$ cat src/rtl/brg_pkg.sv
package brg_pkg;
  // Bundle of the four registered tick outputs.
  typedef struct packed {
    logic os;
    logic bt;
    logic sh;
    logic fx;
  } brg_ticks_t;

  // Clocks between rollovers for a given reload value (reference helper).
  function automatic int unsigned rollover_clks(input int unsigned pre,
                                                input int unsigned span);
    return pre * span;
  endfunction
endpackage

$ cat src/rtl/brg_divider.sv
// Free-running modulo-DIV counter; tick is high in the last count state.
module brg_divider #(
  parameter int DIV = 12
) (
  input  logic clk,
  input  logic rst,
  input  logic en,
  output logic tick
);
  generate
    if (DIV <= 1) begin : g_pass
      assign tick = en;
    end else begin : g_count
      localparam int CW = $clog2(DIV);
      localparam logic [CW-1:0] LAST = CW'(DIV - 1);
      logic [CW-1:0] cnt_q;
      always_ff @(posedge clk) begin
        if (rst || !en) begin
          cnt_q <= '0;
        end else if (cnt_q == LAST) begin
          cnt_q <= '0;
        end else begin
          cnt_q <= cnt_q + 1'b1;
        end
      end
      assign tick = en && (cnt_q == LAST);
    end
  endgenerate
endmodule

$ cat src/rtl/brg_reload_timer.sv
// Up-counting timer that reloads itself on rollover; ovf is a registered pulse.
module brg_reload_timer #(
  parameter int TMR_W = 8
) (
  input  logic             clk,
  input  logic             rst,
  input  logic             en,
  input  logic             step,
  input  logic [TMR_W-1:0] reload,
  output logic             ovf
);
  logic [TMR_W-1:0] cnt_q;
  logic             ovf_q;
  logic             at_top;

  assign at_top = (cnt_q == {TMR_W{1'b1}});

  always_ff @(posedge clk) begin
    if (rst || !en) begin
      cnt_q <= reload;
      ovf_q <= 1'b0;
    end else begin
      ovf_q <= step && at_top;
      if (step) begin
        cnt_q <= at_top ? reload : cnt_q + 1'b1;
      end
    end
  end

  assign ovf = ovf_q;
endmodule

$ cat src/rtl/brg_rate_scaler.sv
// Turns rollover pulses into the oversample tick (every rollover or every
// second one) and the bit tick (every OS_DIV-th oversample tick).
module brg_rate_scaler #(
  parameter int OS_DIV = 16
) (
  input  logic clk,
  input  logic rst,
  input  logic en,
  input  logic ovf,
  input  logic dbl,
  output logic os_tick,
  output logic bit_tick
);
  localparam int BW = (OS_DIV > 1) ? $clog2(OS_DIV) : 1;
  localparam logic [BW-1:0] BLAST = BW'(OS_DIV - 1);

  logic          half_q;
  logic [BW-1:0] bcnt_q;
  logic          os_q, bit_q;
  logic          fire;

  assign fire = ovf && (dbl || half_q);

  always_ff @(posedge clk) begin
    if (rst || !en) begin
      half_q <= 1'b0;
      bcnt_q <= '0;
      os_q   <= 1'b0;
      bit_q  <= 1'b0;
    end else begin
      if (ovf) half_q <= !half_q;
      os_q  <= fire;
      bit_q <= fire && (bcnt_q == BLAST);
      if (fire) bcnt_q <= (bcnt_q == BLAST) ? '0 : bcnt_q + 1'b1;
    end
  end

  assign os_tick  = os_q;
  assign bit_tick = bit_q;
endmodule

$ cat src/rtl/brg_fixed_rate.sv
// Fixed-rate 9-bit mode tick: BASE clocks when dbl is set, 2*BASE otherwise.
module brg_fixed_rate #(
  parameter int BASE = 32
) (
  input  logic clk,
  input  logic rst,
  input  logic en,
  input  logic dbl,
  output logic tick
);
  logic base_tick;
  logic half_q, tick_q;

  brg_divider #(.DIV(BASE)) base_div_i (
    .clk (clk),
    .rst (rst),
    .en  (en),
    .tick(base_tick)
  );

  always_ff @(posedge clk) begin
    if (rst || !en) begin
      half_q <= 1'b0;
      tick_q <= 1'b0;
    end else begin
      if (base_tick) half_q <= !half_q;
      tick_q <= base_tick && (dbl || half_q);
    end
  end

  assign tick = tick_q;
endmodule

$ cat src/rtl/brg_top.sv
module brg_top
  import brg_pkg::*;
#(
  parameter int PRESCALE = 12,
  parameter int TMR_W    = 8,
  parameter int OS_DIV   = 16,
  parameter int FIX_BASE = 32
) (
  input  logic             clk,
  input  logic             rst,
  input  logic             run_en,
  input  logic [TMR_W-1:0] reload_val,
  input  logic             dbl_rate,
  output logic             os_tick,
  output logic             bit_tick,
  output logic             shift_tick,
  output logic             fixed_tick
);
  logic       pre_tick;
  logic       ovf;
  logic       os_w, bit_w, fx_w;
  logic       sh_q;
  brg_ticks_t tk;

  brg_divider #(.DIV(PRESCALE)) pre_i (
    .clk (clk),
    .rst (rst),
    .en  (run_en),
    .tick(pre_tick)
  );

  brg_reload_timer #(.TMR_W(TMR_W)) tmr_i (
    .clk   (clk),
    .rst   (rst),
    .en    (run_en),
    .step  (pre_tick),
    .reload(reload_val),
    .ovf   (ovf)
  );

  brg_rate_scaler #(.OS_DIV(OS_DIV)) scl_i (
    .clk     (clk),
    .rst     (rst),
    .en      (run_en),
    .ovf     (ovf),
    .dbl     (dbl_rate),
    .os_tick (os_w),
    .bit_tick(bit_w)
  );

  brg_fixed_rate #(.BASE(FIX_BASE)) fix_i (
    .clk (clk),
    .rst (rst),
    .en  (run_en),
    .dbl (dbl_rate),
    .tick(fx_w)
  );

  always_ff @(posedge clk) begin
    if (rst || !run_en) sh_q <= 1'b0;
    else                sh_q <= pre_tick;
  end

  assign tk = '{os: os_w, bt: bit_w, sh: sh_q, fx: fx_w};

  assign os_tick    = tk.os;
  assign bit_tick   = tk.bt;
  assign shift_tick = tk.sh;
  assign fixed_tick = tk.fx;
endmodule

$ cat config.mk
export PLATFORM = sky130hd
export DESIGN_NAME = brg_top
export DESIGN_NICKNAME = d
export VERILOG_FILES = /design/src/rtl/brg_pkg.sv /design/src/rtl/brg_divider.sv /design/src/rtl/brg_reload_timer.sv /design/src/rtl/brg_rate_scaler.sv /design/src/rtl/brg_fixed_rate.sv /design/src/rtl/brg_top.sv
export SDC_FILE = /design/constraint.sdc
export NUM_CORES = 1
export LEC_CHECK = 0
export BUFFER_PORTS_ARGS = -buffer_cell sky130_fd_sc_hd__clkbuf_2
export CORE_UTILIZATION = 30
export DETAILED_ROUTE_END_ITERATION = 10
export SLEW_MARGIN = 20
export SYNTH_ARGS = -nofsm -noshare
export SYNTH_HDL_FRONTEND = slang
export SYNTH_HIERARCHICAL = 1
export SYNTH_SLANG_ARGS = --single-unit
export TNS_END_PERCENT = 10
$ cat constraint.sdc
create_clock -name clk -period 5.38 [get_ports clk]
set_clock_uncertainty 0.2 [all_clocks]
set_input_delay 0.538 -clock clk [delete_from_list [all_inputs] [get_ports clk]]
set_output_delay 0.538 -clock clk [all_outputs]
set_load 0.02 [all_outputs]
==> impl_metrics.py, run 1 <==
metrics = {
    "timing": {
        "worst_pin_slew_ns": 0.4096,
        "relSlewSlack_pct": 72.64,
        "period_needed_ns": 1.965,
        "setup_viol": 0,
        "post-route-period-util_pct": 36.52,
        "fin_tns_setup_ns": 0,
        "slew_violations": 0,
        "hold_viol": 0,
        "rsz0062_at_grt": "false",
        "whs_ns": 0.2523,
        "fmax_ghz": 0.5090,
    },
    "global_route": {
        "grt_max_degree": 16,
        "grt_pass1_wl_mm": 3.843,
        "grt_usage_pct": 11.00,
        "first_global_vias": 909,
        "grt.overflow.total": 0,
        "grt_antenna_before_repair": 0,
    },
    "critical_path": {
        "path_cells": "ha_1 -> nand3_4 -> o31ai_4 -> mux2_4",
        "worst-r2r-setup-slack_ns": 3.42,
        "cp-start-kind": "flop",
        "worstPathRequired_ns": 5.21,
        "path_delay_family": "flip-flops",
        "critPathKind": "flop to flop",
        "crit_slowest_cell": "edfxtp_1",
        "endpoint_kind": "flop",
        "crit_arrival_ns": 1.79,
        "cp_slowest_stage_delay_ns": 0.40,
        "path_max_fanout": 9,
        "critPathBufInv": 0,
    },
    "placed_design": {
        "post-dp-hpwl_mm": 1.701,
        "io_buffers": 15,
        "gp_congestion": 0.7725,
        "dp.cells": 189,
    },
    "run": {
        "cap_viol_max_count": 0,
    },
    "synthesis": {
        "synth_commonest_cells": "20 x dfxtp_1, 13 x nor2_1, 12 x nand2_1",
        "synth-seq-cells": 28,
        "yosysSeqAreaShare_pct": 49.09,
        "avgSynthCellArea_um2": 10.52,
        "synth_ff_type": "dfxtp_1",
        "ys_types": 40,
        "synthArstFlopShare_pct": 0,
        "syn_inst": 124,
        "synth_most_common_cell": "dfxtp_1",
        "synth_top_area_cell": "dfxtp_1",
        "synth.area.top_cells": "dfxtp_1 31%, edfxtp_1 18%, ha_1 4.8%",
        "synth-edff-count": 8,
        "yosys_warnings": 6,
        "syn_area_um2": 1305,
        "synth_top_cell_area_share_pct": 30.68,
        "syn_nets": 141,
    },
    "floorplanning": {
        "dieArea_um2": 4618,
        "die-width_um": 67.96,
        "start_util_pct": 31.94,
        "rows": 23,
        "fp.dieH_um": 67.96,
        "num_io_pins": 16,
        "core_um2": 4086,
    },
    "clocking": {
        "cts_tree": "done",
        "cts.sinks": 28,
        "clockBufferDepth": 2,
        "cts-root-buf": "clkbuf_8",
        "cts_setup_buffers": 0,
        "cts_buffers": 3,
        "clock_latency_ns": 0.27,
        "htreeDepth": 1,
        "path_clk_slew_ns": 0.09,
        "cts-resized-gates": 0,
        "cts_hold_buf": 0,
    },
    "power_and_ir_drop": {
        "internal_power_mw": 0.3075,
        "p_leak_nw": 0.5692,
        "power_frac_comb_pct": 8.7,
        "seqPwrFrac_pct": 59.1,
        "vdd_drop_max_v": 0.0001094,
        "p_clk_share_pct": 32.2,
        "sw_frac_of_total_pct": 22.57,
        "power.density_nw_per_um2": 265.2,
        "switchingPower_mw": 0.08966,
    },
    "finish": {
        "final_nets": 161,
        "diodes": 0,
        "area_growth_pct": 14.77,
        "final_util_pct": 36.65,
        "drive_gt1_share_pct": 22.38,
        "fin_cells": 193,
        "fill_cells": 413,
    },
    "drt": {
        "dr.pass1.iters": 4,
        "wl_mm": 2.241,
        "avgRoutedWirePerCell_um": 11.61,
        "drt-initial-drc-count": 31,
        "drc": 0,
        "ant_nets": 0,
        "vias_per_cell": 4.865,
        "vias": 939,
    },
    "run_status": {
        "status": "complete, no violations",
    },
    "min_path": {
        "hold_path.class": "flop to flop",
    },
}
[per-stage QoR]
stage                     power (mW)  cell area (µm²)  setup slack, ns
after detailed placement      0.2742             1443            3.277
after CTS                     0.3999             1498            3.397
final                         0.3972             1498            3.415
after floorplan               0.2616             1305            3.537
after global placement        0.2725             1443            3.355
after global routing          0.4165             1498            3.300
[per-layer routing]
layer / track usage [%] / wire length, µm / share of wire, % / vias up
met2: 18.38 / 1047 / 47 / 16
met1: 13.95 / 1088 / 49 / 435
met4: 3.906 / 17 / 0.76 / 0
met5: 0 / 0 / 0 / -
li1: - / - / - / 486
met3: 2.167 / 87 / 3.9 / 2
[sequential cells by signal, summed over array words and instances (netlist names)]
register                        cells
scl_i/os_tick                       1
scl_i/half_q                        1
fix_i/tick                          1
tmr_i/ovf                           1
fix_i/base_div_i/g_count.cnt_q      5
tmr_i/cnt_q                         8
shift_tick                          1
pre_i/g_count.cnt_q                 4
scl_i/bcnt_q                        4
fix_i/half_q                        1
scl_i/bit_tick                      1
[layout by cell type (no fill, tap or decap), types with 4 or more instances in the layout]
master     n
dfxtp_1   20
nor2_1    13
o21ai_0    8
xnor2_1    6
nand3_1    4
ha_1       5
edfxtp_1   8
clkbuf_2  15
clkbuf_8   4
nand2_1   12
[power groups by stage]
stage,Sequential [mW],Clock [mW],Combinational (mW)
detailed placement,0.240,0,0.0344
finish,0.235,0.128,0.0344
global route,0.236,0.141,0.0392
CTS,0.235,0.130,0.0347
global placement,0.239,0,0.0331
floorplan,0.238,0,0.0240
[worst paths after layout]
check,start,endpoint,cells after the start
max reg2reg,tmr_i/cnt_q[0],tmr_i/cnt_q[1],4
min reg2reg,fix_i/base_div_i/g_count.cnt_q[0],fix_i/base_div_i/g_count.cnt_q[0],1
max,tmr_i/cnt_q[0],tmr_i/cnt_q[1],4
min,fix_i/base_div_i/g_count.cnt_q[0],fix_i/base_div_i/g_count.cnt_q[0],1
[cells by family (layout without fill, tap and decap cells)]
kind of cell	Yosys count	count (layout)	synth area share, %
mux	3	3	2.780
fa+ha+maj	5	5	4.794
simple gates	56	56	24.74
compound gates	20	20	11.70
buf+inv	3	22	0.8628
xor+xnor	9	9	6.041
flops	28	28	49.09
[layout make-up]
type	count	area, µm²	area share [%]
Timing Repair Buffer	15	75.07	5.013
Sequential cell	28	640.6	42.77
Clock buffer	4	55.05	3.676
Multi-Input combinational cell	93	653.1	43.61
Inverter	3	11.26	0.7519
Tap cell	50	62.56	4.177
No activity file was read; power rests on OpenSTA's default activity.
==> run 2, diff against run 1 <==
- clock period: 5.38 -> 1.8 ns (I/O delays scaled with it)
==> run 2 against run 1 <==
Core utilization grew 2.9 points; sequential power rose to 3.0 times the previous value; die area stayed put; global-route usage is 0.35 points higher; wire length rose by 4.7%; first-iteration DRC count fell by 13%; sequential share of layout area down 3.1 points; combinational power grew to 3.9 times the previous value; worst setup slack got worse by 3.4 ns; critical endpoint is now tmr_i/cnt_q[4]; largest power group unchanged; highest routed layer unchanged.
==> impl_metrics.py, run 2 (same netlist as run 1, synthesis figures left out) <==
metrics = {
    "drt": {
        "drc": 0,
        "avgRoutedWirePerCell_um": 11.45,
        "vias": 991,
        "dr.pass1.iters": 4,
        "vias_per_cell": 4.834,
        "drt-initial-drc-count": 27,
        "wl_mm": 2.347,
        "ant_nets": 0,
    },
    "finish": {
        "largest_reg_flops": 8,
        "fin_cells": 205,
        "layout_commonest_cell": "dfxtp_1",
        "multi_input_area_um2": 660.6,
        "final_util_pct": 39.56,
        "diodes": 0,
        "fill_cells": 408,
        "final_cell_mix": "20 x dfxtp_1, 15 x clkbuf_2, 13 x nor2_1",
        "drive_gt1_share_pct": 27.10,
        "seq_area_um2": 640.6,
        "largestRegisters": "tmr_i/cnt_q: 8 flops, fix_i/base_div_i/g_count.cnt_q: 5 flops",
        "area_growth_pct": 23.87,
        "largest_register": "tmr_i/cnt_q",
        "final_cell_area_um2": 1617,
        "final_nets": 173,
    },
    "timing": {
        "fin_tns_setup_ns": 0,
        "fin_ws_ns": 0.04577,
        "period_needed_ns": 1.754,
        "worst_pin_slew_ns": 0.4385,
        "slew_violations": 0,
        "whs_ns": 0.01360,
        "hold_viol": 0,
        "post-route-period-util_pct": 97.46,
        "relSlewSlack_pct": 70.70,
        "rsz0062_at_grt": "false",
        "setup_viol": 0,
        "fmax_ghz": 0.5701,
    },
    "clocking": {
        "cts_tree": "done",
        "cts-root-buf": "clkbuf_8",
        "clockBufferDepth": 2,
        "path_clk_slew_ns": 0.10,
        "clock_latency_ns": 0.27,
        "cts_buffers": 3,
        "htreeDepth": 1,
        "cts.sinks": 28,
    },
    "global_route": {
        "grt_max_degree": 17,
        "grt.overflow.total": 0,
        "met2_usage_pct": 18.87,
        "grt_usage_pct": 11.34,
        "busiest_layer": "met2",
        "met1_usage_pct": 14.04,
        "grt_antenna_before_repair": 0,
        "first_global_vias": 998,
        "grt_use_met3_pct": 2.000,
        "grt_pass1_wl_mm": 3.974,
    },
    "critical_path": {
        "crit_slowest_cell": "edfxtp_1",
        "worstPathRequired_ns": 1.63,
        "endpoint_kind": "flop",
        "cp_slowest_stage_delay_ns": 0.39,
        "cp-start-kind": "flop",
        "path_max_fanout": 8,
        "path_cells": "ha_2 -> nand3_4 -> a22o_2 -> a221o_1",
        "critPathKind": "flop to flop",
        "crit_arrival_ns": 1.59,
    },
    "power_and_ir_drop": {
        "p_leak_nw": 0.6283,
        "vdd_drop_max_v": 0.0002869,
        "power_mw": 1.270,
        "power.density_nw_per_um2": 785.6,
    },
    "min_path": {
        "hold_path.class": "input pin to flop",
    },
    "placed_design": {
        "dp.cells": 197,
        "io_buffers": 15,
        "post-dp-hpwl_mm": 1.770,
        "place_area_um2": 1503,
        "gp_congestion": 0.6750,
        "pre_cts_slack_ns": 0.03419,
    },
    "floorplanning": {
        "die-width_um": 67.96,
        "fp.dieH_um": 67.96,
        "start_util_pct": 31.94,
        "core_um2": 4086,
        "num_io_pins": 16,
        "rows": 23,
        "dieArea_um2": 4618,
    },
    "run_status": {
        "status": "complete, no violations",
    },
    "run": {
        "cap_viol_max_count": 0,
    },
}
## run 2: final timing paths
kind                                           from                                end  slack [ns]  cells after the start
setup / recovery                     tmr_i/cnt_q[1]                     tmr_i/cnt_q[4]        0.05                      4
hold / removal                        reload_val[1]                     tmr_i/cnt_q[1]        0.01                      2
setup reg to reg                     tmr_i/cnt_q[1]                     tmr_i/cnt_q[4]        0.05                      4
hold reg to reg   fix_i/base_div_i/g_count.cnt_q[0]  fix_i/base_div_i/g_count.cnt_q[0]        0.25                      1
## run 2: cell type report
| type | count | share of cell area [%] |
|---|---|---|
| multi-input combinational | 93 | 40.87 |
| sequential | 28 | 39.63 |
| timing repair buffer | 27 | 10.84 |
| clock buffer | 4 | 4.102 |
| tap | 50 | 3.870 |
| inverter | 3 | 0.6966 |
## run 2: worst max-delay path, delay by kind of cell (launching register included)
family	cells	cell delay [ns]
compound gates	2	0.58
simple gates	1	0.12
fa+ha+maj	1	0.23
flops	1	0.39
## run 2: power by group
part           internal (mW)  total, mW  switching [mW]
Combinational         0.0688      0.133          0.0641
Sequential             0.676      0.699          0.0228
Clock                  0.242      0.438           0.196
Total                  0.987       1.27           0.283
## run 2: per-layer routing
metal / wire (µm) / share of wire [%] / up-vias
met4: 19 / 0.81 / 0
met1: 1070 / 46 / 455
met5: 0 / 0 / -
li1: - / - / 509
met3: 112 / 4.8 / 4
met2: 1145 / 49 / 23
## run 2: what timing repair did
item | in CTS | in global routing
endpoints found under the hold margin | 4 | 0
gates resized for setup | 0 | 2
setup buffers | 0 | 0
hold buffers | 4 | 0
endpoints found under the setup margin | 0 | 13
==> run 3, diff against run 2 <==
- RECOVER_POWER: default -> 100
==> run 3 against run 2 <==
Count of clock-buffer cells in the layout stayed put; combinational power about the same; largest cell class unchanged; final cell count unchanged; largest power group unchanged; maximum frequency is essentially flat.
==> impl_metrics.py, run 3 (same netlist as run 1, synthesis figures left out) <==
metrics = {
    "run_status": {
        "status": "complete, no violations",
    },
    "critical_path": {
        "path_cells": "ha_2 -> nand3_4 -> a22o_2 -> a221o_1",
        "rr_startpoint": "tmr_i/cnt_q[1]",
        "worst-r2r-setup-slack_ns": 0.05,
        "endpoint_kind": "flop",
        "r2r-end": "tmr_i/cnt_q[4]",
        "worstPathRequired_ns": 1.63,
        "cp_slowest_stage_delay_ns": 0.39,
        "reg2reg_depth": 4,
        "crit_slowest_cell": "edfxtp_1",
        "crit_arrival_ns": 1.58,
        "path_max_fanout": 8,
        "startpoint": "tmr_i/cnt_q[1]",
        "cp-start-kind": "flop",
        "critPathKind": "flop to flop",
    },
    "drt": {
        "vias": 989,
        "met1Wirelength_mm": 1.056,
        "highest_layer": "met4",
        "drc": 0,
        "wl_met2_mm": 1.142,
        "wl_mm": 2.317,
        "ant_nets": 0,
        "vias_per_cell": 4.824,
        "met3RoutedLength_um": 98,
        "dr.pass1.iters": 4,
        "drt-initial-drc-count": 19,
        "avgRoutedWirePerCell_um": 11.30,
    },
    "finish": {
        "largest_register": "tmr_i/cnt_q",
        "area_growth_pct": 22.91,
        "largestRegisters": "tmr_i/cnt_q: 8 flops, fix_i/base_div_i/g_count.cnt_q: 5 flops",
        "fin_cells": 205,
        "final_cell_mix": "20 x dfxtp_1, 13 x nor2_1, 12 x nand2_1",
        "final_util_pct": 39.25,
        "largest_reg_flops": 8,
        "final_nets": 173,
        "diodes": 0,
        "layout_commonest_cell": "dfxtp_1",
        "drive_gt1_share_pct": 23.23,
    },
    "placed_design": {
        "dp.cells": 197,
        "post-dp-hpwl_mm": 1.770,
        "io_buffers": 15,
        "gp_congestion": 0.6750,
    },
    "timing": {
        "period_needed_ns": 1.754,
        "setup_viol": 0,
        "rsz0062_at_grt": "false",
        "fin_tns_setup_ns": 0,
        "post-route-period-util_pct": 97.43,
        "hold_viol": 0,
        "whs_ns": 0.01346,
        "slew_violations": 0,
        "fmax_ghz": 0.5702,
        "relSlewSlack_pct": 45.74,
        "worst_pin_slew_ns": 0.8055,
    },
    "global_route": {
        "first_global_vias": 998,
        "grt_max_degree": 17,
        "grt_antenna_before_repair": 0,
        "grt.overflow.total": 0,
        "grt_pass1_wl_mm": 3.974,
        "grt_usage_pct": 11.34,
    },
    "min_path": {
        "holdPathStages": 2,
        "min_to": "tmr_i/cnt_q[1]",
        "min_from": "reload_val[1]",
        "hold_path.class": "input pin to flop",
    },
    "run": {
        "cap_viol_max_count": 0,
    },
    "clocking": {
        "htreeDepth": 1,
        "clock_latency_ns": 0.27,
        "path_clk_slew_ns": 0.10,
        "cts_tree": "done",
        "cts-root-buf": "clkbuf_8",
        "cts_buffers": 3,
        "cts.sinks": 28,
        "clockBufferDepth": 2,
        "cts_setup_buffers": 0,
    },
    "floorplanning": {
        "num_io_pins": 16,
        "rows": 23,
        "fp.dieH_um": 67.96,
        "core_um2": 4086,
        "dieArea_um2": 4618,
        "die-width_um": 67.96,
        "start_util_pct": 31.94,
    },
    "power_and_ir_drop": {
        "p_leak_nw": 0.6113,
        "vdd_drop_max_v": 0.0002862,
        "power_mw": 1.268,
        "power.density_nw_per_um2": 790.6,
    },
}
## run 3: cell types whose count changed in the layout (fill, tap and decap cells not counted)
cell and delta:
clkbuf_2 -4, and2_1 -2, clkbuf_1 +4, and2_0 +2, o21ai_2 -2, o21ai_0 +2
## run 3: per-stage QoR
step	setup slack (ns)	instance area, µm²
floorplan	0.001982	1305
global placement	0.05381	1503
detailed placement	0.03419	1503
CTS	0.02704	1609
global route	0.0001924	1604
finish	0.04625	1604
## run 3: repair_timing
item | 4_1_cts | 5_1_grt
resized for setup | 0 | 2
setup endpoints to repair | 0 | 13
endpoints found under the hold margin | 4 | 0
hold buffers | 4 | 0
## run 3: critical path: cells and delay by family, from the launching register on
| family | cells | cell delay (ns) |
|---|---|---|
| AOI/OAI and AO/OA | 2 | 0.58 |
| adders and majority gates | 1 | 0.23 |
| DFF | 1 | 0.39 |
| and+or+nand+nor | 1 | 0.12 |
## run 3: layout make-up
class,count,area (µm²)
fillers,415,2482
multi-input cells,93,653.1
flip-flops and latches,28,640.6
repair buffers,27,170.2
clock buffers,4,66.31
well taps,50,62.56
inverters,3,11.26
## run 3: worst max path at each step
stage                     endpoint  slack [ns]  cells past startpoint
floorplan           tmr_i/cnt_q[1]       0.002                      4
global placement    tmr_i/cnt_q[3]        0.05                      5
detailed placement  tmr_i/cnt_q[4]        0.03                      4
CTS                 tmr_i/cnt_q[3]        0.03                      5
global route        tmr_i/cnt_q[6]      0.0002                      5
finish              tmr_i/cnt_q[4]        0.05                      4
## run 3: where the power goes
group,internal [mW],switching (mW)
combinational,0.0684,0.0635
sequential,0.676,0.0223
clock,0.242,0.196
## run 3: metal layers
metal / vias up / track usage [%]
li1: 511 / -
met1: 455 / 14.04
met2: 19 / 18.87
met3: 4 / 2.000
met4: 0 / 5.469
met5: - / 0
